### src/rtl/match_timer.sv
module match_timer #(
  parameter int CW = 32,
  parameter int NM = 4,
  parameter int PW = 32
) (
  input  logic             clk,
  input  logic             rst_n,
  input  logic             start,
  input  logic             halt,
  input  logic [PW-1:0]    psc_max,
  input  logic [NM*CW-1:0] match_val,
  input  logic [NM-1:0]    irq_en,
  input  logic [NM-1:0]    rst_en,
  input  logic [NM-1:0]    stop_en,
  input  logic [NM-1:0]    pin_en,
  input  logic [NM-1:0]    irq_clr,
  output logic [CW-1:0]    count,
  output logic             running,
  output logic [NM-1:0]    irq_flag,
  output logic [NM-1:0]    match_pin
);

  logic [PW-1:0] pc;
  logic          tick;
  logic [NM-1:0] hit;
  logic          do_stop;
  logic          do_rst;

  assign tick = running && (pc >= psc_max);

  for (genvar i = 0; i < NM; i++) begin : g_cmp
    assign hit[i] = tick && (count == match_val[i*CW +: CW]);
  end

  assign do_stop = |(hit & stop_en);
  assign do_rst  = |(hit & rst_en);

  always_ff @(posedge clk) begin
    if (!rst_n) begin
      pc        <= '0;
      count     <= '0;
      running   <= 1'b0;
      irq_flag  <= '0;
      match_pin <= '0;
    end else begin
      if (running) pc <= tick ? '0 : pc + PW'(1);

      if (do_stop)     count <= count;
      else if (do_rst) count <= '0;
      else if (tick)   count <= count + CW'(1);

      if (halt || do_stop) running <= 1'b0;
      else if (start)      running <= 1'b1;

      irq_flag  <= (irq_flag & ~irq_clr) | (hit & irq_en);
      match_pin <= match_pin ^ (hit & pin_en);
    end
  end

endmodule

### config.mk
export PLATFORM = sky130hd
export DESIGN_NAME = match_timer
export DESIGN_NICKNAME = d
export VERILOG_FILES = /design/src/rtl/match_timer.sv
export SDC_FILE = /design/constraint.sdc
export NUM_CORES = 1
export LEC_CHECK = 0
export ABC_AREA = 1
export ABC_CLOCK_PERIOD_IN_PS = 2120
export BUFFER_PORTS_ARGS = -buffer_cell sky130_fd_sc_hd__buf_2
export CORE_UTILIZATION = 45
export CTS_CLUSTER_DIAMETER = 80
export DETAILED_ROUTE_END_ITERATION = 7
export PLACE_DENSITY_LB_ADDON = 0.2
export SLEW_MARGIN = 20
export SYNTH_ARGS = -nofsm -noshare
export SYNTH_HDL_FRONTEND = slang
export SYNTH_SLANG_ARGS = --single-unit
export TNS_END_PERCENT = 1
### constraint.sdc
create_clock -name clk -period 2.12 [get_ports clk]
set_input_delay 0.318 -clock clk [delete_from_list [all_inputs] [get_ports clk]]
set_output_delay 0.318 -clock clk [all_outputs]
set_load 0.01 [all_outputs]
==> results_dict.tcl <==
set metrics [dict create \
    min_path_type "in -> reg" \
    numCtsBuffers 9 \
    grt_max_degree 37 \
    status "finished, violations left" \
    route.detailed.drc 0 \
    fill_cells 1395 \
    chipHeight_um 127 \
    power_mw 3.62 \
    ant_nets 0 \
    fin_nets 1617 \
    maxSlewViolCount 0 \
    viasPerCell 4.90 \
    antenna_found_initial 1 \
    finalSetupViolCount 45 \
    worst_pin_slew_ps 447 \
    timing.hold.ws_ps 220 \
    yosys_warnings 0 \
    worstSetupEndpointType "flop" \
    num_io_pins 225 \
    num_rows 45 \
    drt-pass1-iter-count 5 \
    r2r_cells 16 \
    grt_setup_unrepaired "true" \
    insertion_delay_ps 340 \
    fp.dieW_um 127 \
    synth-edff-count 0 \
    die-area_um2 16000 \
    synth_cells 1083 \
    drive_above_1_share_pct 34.0 \
    period_minus_slack_ps 2330 \
    worst_ep_arrival_time_ps 2610 \
    first_iter_violations 422 \
    gp_congestion 0.872 \
    start_util_pct 46.1 \
    maxCapViolations 0 \
    final.setup_skew_ps 6.16 \
    crit_top_cell "nand2_1" \
    synth_area_um2 6980 \
    routedWlPerCell_um 13.6 \
    area_delta_synth_final_pct 42.3 \
    hold_violations 0 \
    violations "setup timing" \
    fin_util_pct 65.6 \
    slew_headroom_pct 69.9 \
    grt_pass1_vias 7132 \
    crit_type "reg -> reg" \
    track_usage_pct 26.3 \
    core_area_um2 15100 \
    slowest_delay_ps 330 \
    cts_tree "yes" \
    required_ps 2400 \
    cpMaxStageDelayCell "dfxtp_1" \
    cts_root_buffer "clkbuf_16" \
    power_density_nw_per_um2 364 \
    max-vdd-ir-drop_mv 0.413 \
    syn_nets 1301 \
    min_path_cells 3 \
    dpl_worst_slack_ps -424 \
    grt_pass1_wl_um 33700 \
    numPortBuffers 224 \
    cp-start-kind "flop" \
    p_leak_nw 4.81 \
    setup_ws_ps -210 \
    path_cells "ha_1 > a21oi_1 > o21a_1 > nand2_1 > a21oi_2 > buf_4 > nand2_4 > buf_6 > nand4_1 > nand2_1 > nor2_4 > buf_12 > nand2_2 > nand2_1 > nand2_1 > nor2_1" \
    period_share_pct 110 \
    cp_max_fo 5 \
    overflow 0 \
    cts_max_level 3 \
    totalWireLength_um 21600 \
    ys_async_sr_fraction_pct 0 \
    synth_area_per_cell_um2 6.45 \
    synthDistinctLibCells 40 \
    clk_path_buf_depth 2 \
    dp_hpwl_um 17100 \
    synth_seq_area_share_pct 20.9 \
    cts_sinks 73 \
    final_common_cell "nand2_1" \
    synth_seq_cells 73 \
    timing.fmax_mhz 429 \
    layout_common_cells "nand2_1 (241), buf_2 (224), nor2_1 (155)" \
    clkSlewWorstSetupHoldPaths_ps 60 \
    num_vias 7802 \
    synth_ff_type "dfxtp_1" \
]
==> registers in the layout (all words and copies together), names as in the netlist <==
name and flops:
count 32, match_pin 4, pc 32, running 1
irq_flag 4
==> per-layer routing <==
| layer | global-route usage, % | vias to the layer above | routed length, um |
|---|---|---|---|
| met1 | 34.6 | 3464 | 10000 |
| li1 | - | 4043 | - |
| met2 | 45.3 | 278 | 10100 |
| met5 | 0 | - | 0 |
| met4 | 6.09 | 0 | 229 |
| met3 | 3.50 | 17 | 1280 |
==> metrics by stage <==
stage,TNS [ps],std cells,cell area (um2)
final,-6550,1593,9940
after global routing,-17090,1592,9940
after CTS,-5250,1587,9510
after detailed placement,-19650,1571,9080
after global placement,-18300,1571,9080
after floorplan,-2.90,1083,6990
==> power breakdown <==
part,internal (mW),switching [mW]
Combinational,0.247,0.213
Sequential,1.37,0.00241
Clock,1.18,0.605
==> layout make-up <==
cell class | instances | area (um2) | area share, %
inverters | 132 | 518 | 5.21
multi-input cells | 831 | 5090 | 51.3
clock inverters | 5 | 103 | 1.03
well taps | 188 | 235 | 2.37
repair buffers | 351 | 2260 | 22.7
repair inverters | 1 | 8.76 | 0.0881
flip-flops and latches | 73 | 1480 | 14.9
clock buffers | 11 | 243 | 2.44
diodes | 1 | 2.50 | 0.0252
==> final timing paths <==
| kind | slack, ps | end | from |
|---|---|---|---|
| setup / recovery | -210 | count[26]$_SDFFE_PN0P_ | pc[29]$_SDFFE_PN0P_ |
| setup reg to reg | -210 | count[26]$_SDFFE_PN0P_ | pc[29]$_SDFFE_PN0P_ |
| hold reg to reg | 460 | irq_flag[1]$_SDFF_PN0_ | irq_flag[1]$_SDFF_PN0_ |
| hold / removal | 220 | irq_flag[1]$_SDFF_PN0_ | irq_en[1] |
==> timing repair <==
| action | in CTS | in global routing |
|---|---|---|
| resized for setup | 24 | 71 |
| pin swaps | 5 | 24 |
| setup endpoints to repair | 72 | 73 |
| buffers inserted | 0 | 2 |
| cloned | 0 | 3 |
| hold buffers | 0 | 0 |
==> synthesized netlist by cell type (all sizes together), types with 4 or more instances <==
cell type / instances / area share [%]
or2: 4 / 0.36
dfxtp: 73 / 21
nand2: 260 / 14
nand4: 42 / 4.1
nor3: 38 / 3.1
nor4: 16 / 1.4
ha: 34 / 6.1
buf: 45 / 4.3
xnor2: 86 / 11
xor2: 68 / 8.5
nor2: 180 / 11
o21ai: 19 / 1.5
inv: 131 / 7.1
nand3: 30 / 2.5
a21oi: 45 / 3.3
==> worst max-delay path: cells and delay by family, from the launching register on <==
family | cells | cell delay [ps]
simple gates | 9 | 800
fa+ha+maj | 1 | 300
flops | 1 | 330
compound gates | 3 | 390
buf+inv | 3 | 430
==> logic make-up after synthesis <==
| logic type | count (synthesis) | synth area share, % |
|---|---|---|
| AOI/OAI and AO/OA | 69 | 5.39 |
| xor gates and xnor gates | 154 | 19.3 |
| adders and majority gates | 34 | 6.09 |
| buffers and inverters | 179 | 11.5 |
| DFF | 73 | 20.9 |
| and+or+nand+nor | 574 | 36.7 |
(Power assumes the default switching activity.)
